**config.mk**
```make
export PLATFORM = sky130hd
export DESIGN_NAME = dualslope_pwm
export DESIGN_NICKNAME = d
export VERILOG_FILES = /design/src/rtl/dsp_pkg.sv /design/src/rtl/dsp_counter.sv /design/src/rtl/dsp_channel.sv /design/src/rtl/dualslope_pwm.sv
export SDC_FILE = /design/constraint.sdc
export NUM_CORES = 1
export LEC_CHECK = 0
export ABC_CLOCK_PERIOD_IN_PS = 7000
export BUFFER_PORTS_ARGS = -buffer_cell sky130_fd_sc_hd__buf_2
export CORE_MARGIN = 4
export CORE_UTILIZATION = 45
export DETAILED_ROUTE_END_ITERATION = 8
export HOLD_SLACK_MARGIN = 0.15
export SLEW_MARGIN = 20
export SYNTH_ARGS = -nofsm -noshare
export SYNTH_HDL_FRONTEND = slang
export SYNTH_SLANG_ARGS = --single-unit
```
**constraint.sdc**
```tcl
create_clock -name clk -period 7 [get_ports clk]
set_input_delay 0.35 -clock clk [delete_from_list [all_inputs] [get_ports clk]]
set_output_delay 0.35 -clock clk [all_outputs]
set_load 0.05 [all_outputs]
```
**src/rtl/dsp_pkg.sv**
```systemverilog
package dsp_pkg;

  typedef struct packed {
    logic dual;   // counter runs as an up/down ramp
    logic pc;     // reload at TOP (1) or at zero (0)
    logic top_a;  // limit comes from channel A
  } wmode_t;

  function automatic wmode_t decode_mode(input logic [3:0] wm);
    wmode_t m;
    m.dual  = (wm[3:2] == 2'b10);
    m.pc    = wm[1];
    m.top_a = wm[0];
    return m;
  endfunction

endpackage

```
**src/rtl/dsp_counter.sv**
```systemverilog
module dsp_counter
  import dsp_pkg::*;
#(
  parameter int W = 16
) (
  input  logic         clk,
  input  logic         rst,
  input  logic         step,
  input  wmode_t       md,
  input  logic [W-1:0] cmp_a_in,
  input  logic [W-1:0] cmp_b_in,
  input  logic [W-1:0] top_in,
  output logic [W-1:0] cnt,
  output logic [W-1:0] top_act,
  output logic [W-1:0] act_a,
  output logic [W-1:0] act_b,
  output logic         match_up
);

  localparam logic [W-1:0] ONE = W'(1);

  logic         dir_up;
  logic [W-1:0] top_reg;
  logic         load;

  assign top_act = md.top_a ? act_a : top_reg;

  // reload point for the double-buffered values
  assign load = !md.dual ||
                (step && (md.pc ? (dir_up && cnt >= top_act) : (cnt == '0)));

  // zero counts as rising, TOP as falling
  assign match_up = dir_up ? (cnt < top_act) : (cnt == '0);

  always_ff @(posedge clk) begin
    if (rst) begin
      act_a   <= '0;
      act_b   <= '0;
      top_reg <= '0;
    end else if (load) begin
      act_a   <= cmp_a_in;
      act_b   <= cmp_b_in;
      top_reg <= top_in;
    end
  end

  always_ff @(posedge clk) begin
    if (rst || !md.dual) begin
      cnt    <= '0;
      dir_up <= 1'b1;
    end else if (step) begin
      if (dir_up) begin
        if (cnt >= top_act) begin
          if (cnt != '0) begin
            cnt    <= cnt - ONE;
            dir_up <= 1'b0;
          end
        end else begin
          cnt <= cnt + ONE;
        end
      end else begin
        if (cnt == '0) begin
          cnt    <= (top_act == '0) ? '0 : ONE;
          dir_up <= 1'b1;
        end else begin
          cnt <= cnt - ONE;
        end
      end
    end
  end

  assert_up_step_R2: assert property (@(posedge clk) disable iff (rst)
    (md.dual && step && dir_up && cnt < top_act) |=> (cnt == $past(cnt) + ONE));

  assert_hold_R2: assert property (@(posedge clk) disable iff (rst)
    (md.dual && !step) |=> $stable(cnt));

  assert_idle_zero_R4: assert property (@(posedge clk) disable iff (rst)
    (!md.dual) |=> (cnt == '0));

  assert_buf_hold_R10: assert property (@(posedge clk) disable iff (rst)
    (md.dual && step && !md.pc && cnt != '0) |=> $stable(act_b));

endmodule

```
**src/rtl/dsp_channel.sv**
```systemverilog
module dsp_channel #(
  parameter int W    = 16,
  parameter bit IS_A = 1'b0
) (
  input  logic         clk,
  input  logic         rst,
  input  logic         step,
  input  logic         dual,
  input  logic         top_a,
  input  logic [1:0]   om,
  input  logic [W-1:0] cnt,
  input  logic [W-1:0] top_act,
  input  logic [W-1:0] act_cmp,
  input  logic         match_up,
  output logic         pin,
  output logic         oe,
  output logic         flag
);

  logic hit;
  logic at_top_eq;
  logic tgl_en;

  assign hit       = dual && step && (cnt == act_cmp);
  assign at_top_eq = (act_cmp == top_act);

  generate
    if (IS_A) begin : g_toggle
      assign tgl_en = top_a && (om == 2'b01);
    end else begin : g_no_toggle
      assign tgl_en = 1'b0;
      logic unused_top_a;
      assign unused_top_a = top_a;

      assert_b_no_toggle_R6: assert property (@(posedge clk) disable iff (rst)
        (!om[1]) |=> $stable(pin));
    end
  endgenerate

  always_ff @(posedge clk) begin
    if (rst) begin
      pin  <= 1'b0;
      oe   <= 1'b0;
      flag <= 1'b0;
    end else begin
      flag <= hit;
      oe   <= dual && (om[1] || tgl_en);
      if (dual && step) begin
        if (om[1]) begin
          if (at_top_eq) begin
            if (cnt == '0) pin <= ~om[0];
          end else if (hit) begin
            pin <= match_up ? om[0] : ~om[0];
          end
        end else if (tgl_en && hit) begin
          pin <= ~pin;
        end
      end
    end
  end

  assert_top_suppress_R9: assert property (@(posedge clk) disable iff (rst)
    (dual && step && om[1] && at_top_eq && cnt == top_act && cnt != '0) |=> $stable(pin));

  assert_flag_gap_R11: assert property (@(posedge clk) disable iff (rst)
    (!step) |=> !flag);

  assert_off_hold_R5: assert property (@(posedge clk) disable iff (rst)
    (om == 2'b00) |=> $stable(pin));

  assert_clear_up_R7: assert property (@(posedge clk) disable iff (rst)
    (dual && step && om == 2'b10 && hit && match_up && !at_top_eq) |=> !pin);

endmodule

```
**src/rtl/dualslope_pwm.sv**
```systemverilog
module dualslope_pwm
  import dsp_pkg::*;
#(
  parameter int CNT_W = 16
) (
  input  logic             clk,
  input  logic             rst,
  input  logic             cnt_en,
  input  logic [3:0]       wave_mode,
  input  logic [1:0]       om_a,
  input  logic [1:0]       om_b,
  input  logic [CNT_W-1:0] cmp_a,
  input  logic [CNT_W-1:0] cmp_b,
  input  logic [CNT_W-1:0] top_val,
  output logic             pwm_a,
  output logic             pwm_a_oe,
  output logic             pwm_b,
  output logic             pwm_b_oe,
  output logic             hit_a,
  output logic             hit_b
);

  localparam int NCH = 2;

  wmode_t           md;
  logic [CNT_W-1:0] cnt, top_act, act_a, act_b;
  logic             match_up;

  logic [1:0]       om_arr  [NCH];
  logic [CNT_W-1:0] cmp_arr [NCH];
  logic [NCH-1:0]   pin_v, oe_v, flag_v;

  assign md = decode_mode(wave_mode);

  dsp_counter #(.W(CNT_W)) u_cnt (
    .clk      (clk),
    .rst      (rst),
    .step     (cnt_en),
    .md       (md),
    .cmp_a_in (cmp_a),
    .cmp_b_in (cmp_b),
    .top_in   (top_val),
    .cnt      (cnt),
    .top_act  (top_act),
    .act_a    (act_a),
    .act_b    (act_b),
    .match_up (match_up)
  );

  assign om_arr[0]  = om_a;
  assign om_arr[1]  = om_b;
  assign cmp_arr[0] = act_a;
  assign cmp_arr[1] = act_b;

  generate
    for (genvar i = 0; i < NCH; i++) begin : g_ch
      dsp_channel #(.W(CNT_W), .IS_A(i == 0)) u_ch (
        .clk      (clk),
        .rst      (rst),
        .step     (cnt_en),
        .dual     (md.dual),
        .top_a    (md.top_a),
        .om       (om_arr[i]),
        .cnt      (cnt),
        .top_act  (top_act),
        .act_cmp  (cmp_arr[i]),
        .match_up (match_up),
        .pin      (pin_v[i]),
        .oe       (oe_v[i]),
        .flag     (flag_v[i])
      );
    end
  endgenerate

  assign pwm_a    = pin_v[0];
  assign pwm_b    = pin_v[1];
  assign pwm_a_oe = oe_v[0];
  assign pwm_b_oe = oe_v[1];
  assign hit_a    = flag_v[0];
  assign hit_b    = flag_v[1];

  assert_b_oe_src_R6: assert property (@(posedge clk) disable iff (rst)
    pwm_b_oe |-> $past(om_b[1] && wave_mode[3:2] == 2'b10));

  assert_idle_quiet_R4: assert property (@(posedge clk) disable iff (rst)
    (wave_mode[3:2] != 2'b10) |=> (!hit_a && !hit_b && !pwm_a_oe && !pwm_b_oe));

endmodule

```
==> metrics.log <==
INFO  metric status = finished, final reports clean
INFO  metric die_height = around 110 um
INFO  metric routed_via_density = 5.88
INFO  metric worstHoldStart = cmp_a[10]
INFO  metric first_global_vias = 4177
INFO  metric buffer_ports.inserted = 64
INFO  metric critical_path.startpoint_type = input port
INFO  metric drt_drc_violations_left = 0
INFO  metric synth_async_sr_flop_share = 0%
INFO  metric synth_nets = around 630
INFO  metric most_common_cell_after_layout_fill_and_taps_aside = sky130_fd_sc_hd__nor2_1
INFO  metric dr.pass1.iters = 5
INFO  metric ctsLongestPathBuffers = 2
INFO  metric layout-drive-gt1-share = approximately 16%
INFO  metric timing_worst_slew_pin_value = 1030 ps
INFO  metric finalMaxSlewViolations = 0
INFO  metric timing.hold.worst_endpoint = u_cnt.act_a[10]$_SDFFE_PP0P_
INFO  metric cts-buffers-inserted = 9
INFO  metric wirelength_met1 = 5950 um
INFO  metric floorplan.initialDensity = 46.2%
INFO  metric setup_viol = 0
INFO  metric htree_num_levels = 3
INFO  metric insertion_delay = 360 ps
INFO  metric finalCoreUtilization = approximately 51%
INFO  metric fin_crit_sh = 55.2%
INFO  metric highest_layer = met4
INFO  metric place_congestion = 0.898
INFO  metric worstSetupEndpointType = register
INFO  metric routed-wl-met3 = 908 um
INFO  metric skew = 15.5 ps
INFO  metric grt_remaining_overflow = 0
INFO  metric fin_setup_tns = 0 ps
INFO  metric power.static_leakage = between 0.002 and 0.0025 uW
INFO  metric post-cts-setup-buffers = 0
INFO  metric postPlaceCellArea = 5050 um^2
INFO  metric postSynth.topFlopCell = sky130_fd_sc_hd__dfxtp_1
INFO  metric relSlewSlack = 31.0%
INFO  metric insertedDiodeCount = 0
INFO  metric reg2reg_depth = 10
INFO  metric grt_setup_unrepaired = false
INFO  metric synthesis.area_per_instance = 8.66 um^2
INFO  metric dr_wl_met2 = 6150 um
INFO  metric post_drt_wl_per_cell = 18.5 um
INFO  metric holdCritPathClass = input port to register
INFO  metric grt_total_usage = 21.9%
INFO  metric layout_common_cells = 73 x sky130_fd_sc_hd__nor2_1, 72 x sky130_fd_sc_hd__mux2i_1, 71 x sky130_fd_sc_hd__dfxtp_1, 64 x sky130_fd_sc_hd__buf_2, 38 x sky130_fd_sc_hd__xnor2_1
INFO  metric placementRows = 37
INFO  metric regToRegEndpoint = u_cnt.cnt[5]$_SDFFE_PP0P_
INFO  metric cts-resized-gates = 0
INFO  metric ys_seq_area_share = 30.0%
INFO  metric area_of_all_placed_cells_without_fillers = 5230 um^2
INFO  metric ys_types = 57
INFO  metric ir_drop = 0.117 mV
INFO  metric wirelength = 13500 um
INFO  metric grt_max_degree = between 50 and 60
INFO  metric hold_viol_final = 0
INFO  metric syn-cell-area = 4740 um^2
INFO  metric critical_path.max_fanout = 19
INFO  metric postSynthRegisterBits = just over 70
INFO  metric floorplan.core_area = 10300 um^2
INFO  metric grt_antenna_before_repair = 0
INFO  metric die-area = 12300 um^2
INFO  metric nets = 665
INFO  metric hold-worst-slack = 214 ps
INFO  metric synthesis.yosys.warnings = 0
INFO  metric power_density = 186 nW/um^2
INFO  metric syn2layout_area_growth = 10.2%
INFO  metric startpoint_of_the_worst_register_to_register_path = u_cnt.act_a[1]$_SDFFE_PP0P_
INFO  metric ff2ff_setup_slack = 3260 ps
INFO  metric dr.first_iter.drc_count = 323
INFO  metric max-cap-violations = 0
INFO  metric cts_hold_buf = 0
INFO  metric clock_tree_from_tritoncts = done
INFO  metric max_clock_freq = 0.259 GHz
INFO  metric path_clk_slew = 80 ps
INFO  metric synth_enable_flop_cells = 0
INFO  metric worst-endpoint-required = 7300 ps
INFO  metric cts_num_sinks = 71
INFO  metric die_w = 111 um
INFO  metric final.min_clock_period = 3860 ps
INFO  metric crit_type = input port to register
INFO  metric worst_ep_arrival_time = roughly 4200 ps
INFO  metric worstHoldPathCells = 3
INFO  metric dr_total_vias = 4278
INFO  metric total_half_perimeter_wirelength_after_legalization_and_detailed_placement = roughly 10000 um
INFO  metric grt_first_pass_wirelength = 21900 um
INFO  metric cts.root.buffer_cell = sky130_fd_sc_hd__clkbuf_8
INFO  metric drtAntennaViolNets = 0
INFO  metric fillers = approximately 1.0k
INFO  metric ios = between 60 and 70
INFO  metric synthCells = 548
[Yosys cell counts, types with 3 or more instances]
library cell                count  area share (%)
sky130_fd_sc_hd__nor2_1        73             5.8
sky130_fd_sc_hd__mux2i_1       72              15
sky130_fd_sc_hd__dfxtp_1       71              30
sky130_fd_sc_hd__xnor2_1       38             7.0
sky130_fd_sc_hd__xor2_1        32             5.9
sky130_fd_sc_hd__a21oi_1       24             2.5
sky130_fd_sc_hd__clkbuf_1      24             1.9
sky130_fd_sc_hd__nand2_1       24             1.9
sky130_fd_sc_hd__nand4_1       23             3.0
sky130_fd_sc_hd__ha_1          19             5.0
sky130_fd_sc_hd__nor4_1        17             2.2
sky130_fd_sc_hd__nand3_1       15             1.6
sky130_fd_sc_hd__nor3_1        14             1.5
sky130_fd_sc_hd__o21ai_0       10             1.1
sky130_fd_sc_hd__inv_1          9            0.71
sky130_fd_sc_hd__or3_1          8             1.1
sky130_fd_sc_hd__and2_1         5            0.66
sky130_fd_sc_hd__buf_2          5            0.53
sky130_fd_sc_hd__buf_6          5             1.2
sky130_fd_sc_hd__or4_1          4            0.63
sky130_fd_sc_hd__a2111oi_0      3            0.55
sky130_fd_sc_hd__and4_1         3            0.55
sky130_fd_sc_hd__buf_4          3            0.47
sky130_fd_sc_hd__o21a_1         3            0.47
[layer usage]
| metal | vias to the layer above | GRT usage [%] |
|---|---|---|
| met5 | - | 0 |
| met4 | 0 | 8.70 |
| met3 | 47 | 6.11 |
| met2 | 175 | 34.8 |
| met1 | 2011 | 28.0 |
| li1 | 2045 | - |
[per-stage QoR]
stage          setup WS, ps  cells  total power, uW
3_5_place_dp           2860    712              670
5_1_grt                2910    728             1020
6_report               3140    728              972
3_3_place_gp           2990    712              666
4_1_cts                3210    728              977
2_1_floorplan          3890    548              616
[worst max path at each step]
stage,start,endpoint,slack [ps],cells after the start
3_3_place_gp,wave_mode[0],u_cnt.cnt[5]$_SDFFE_PP0P_,2990,11
4_1_cts,wave_mode[0],u_cnt.cnt[5]$_SDFFE_PP0P_,3210,11
2_1_floorplan,wave_mode[0],u_cnt.cnt[12]$_SDFFE_PP0P_,3890,12
6_report,wave_mode[0],u_cnt.cnt[5]$_SDFFE_PP0P_,3140,11
3_5_place_dp,wave_mode[0],u_cnt.cnt[5]$_SDFFE_PP0P_,2860,11
5_1_grt,wave_mode[0],u_cnt.cnt[5]$_SDFFE_PP0P_,2910,11
[cell families (layout without fill, tap and decap cells)]
family	Yosys count	after routing	share of synthesized area [%]
AOI/OAI and AO/OA	63	63	9.34
xor gates and xnor gates	70	70	12.9
adders and majority gates	19	19	5.01
buffers and inverters	46	90	4.80
DFF	71	71	30.0
muxes	73	73	15.4
and+or+nand+nor	206	206	22.5
[cell type report]
| class | count | area (um^2) | area share [%] |
|---|---|---|---|
| multi-input cells | 431 | 3100 | 59.2 |
| flip-flops and latches | 71 | 1420 | 27.2 |
| repair buffers | 65 | 328 | 6.27 |
| well taps | 136 | 170 | 3.25 |
| clock buffers | 10 | 138 | 2.63 |
| clock inverters | 6 | 43.8 | 0.837 |
| inverters | 9 | 33.8 | 0.646 |
[worst max-delay path, cell delays in order]
cell and delay, ps:
sky130_fd_sc_hd__buf_2 420, sky130_fd_sc_hd__mux2i_1 570, sky130_fd_sc_hd__ha_1 340, sky130_fd_sc_hd__nor2b_1 140, sky130_fd_sc_hd__o211ai_2 160, sky130_fd_sc_hd__a21boi_2 90, sky130_fd_sc_hd__or4_4 590, sky130_fd_sc_hd__nor3_2 690
sky130_fd_sc_hd__nand3_1 200, sky130_fd_sc_hd__a2111oi_0 430, sky130_fd_sc_hd__o21bai_1 170
[power by group]
group / internal [uW] / switching [uW] / leakage, uW
Clock: 139 / 169 / 0.0000926
Combinational: 94.4 / 113 / 0.00176
Sequential: 425 / 31.4 / 0.000585
Note: power is estimated with default switching activity, not from simulation.
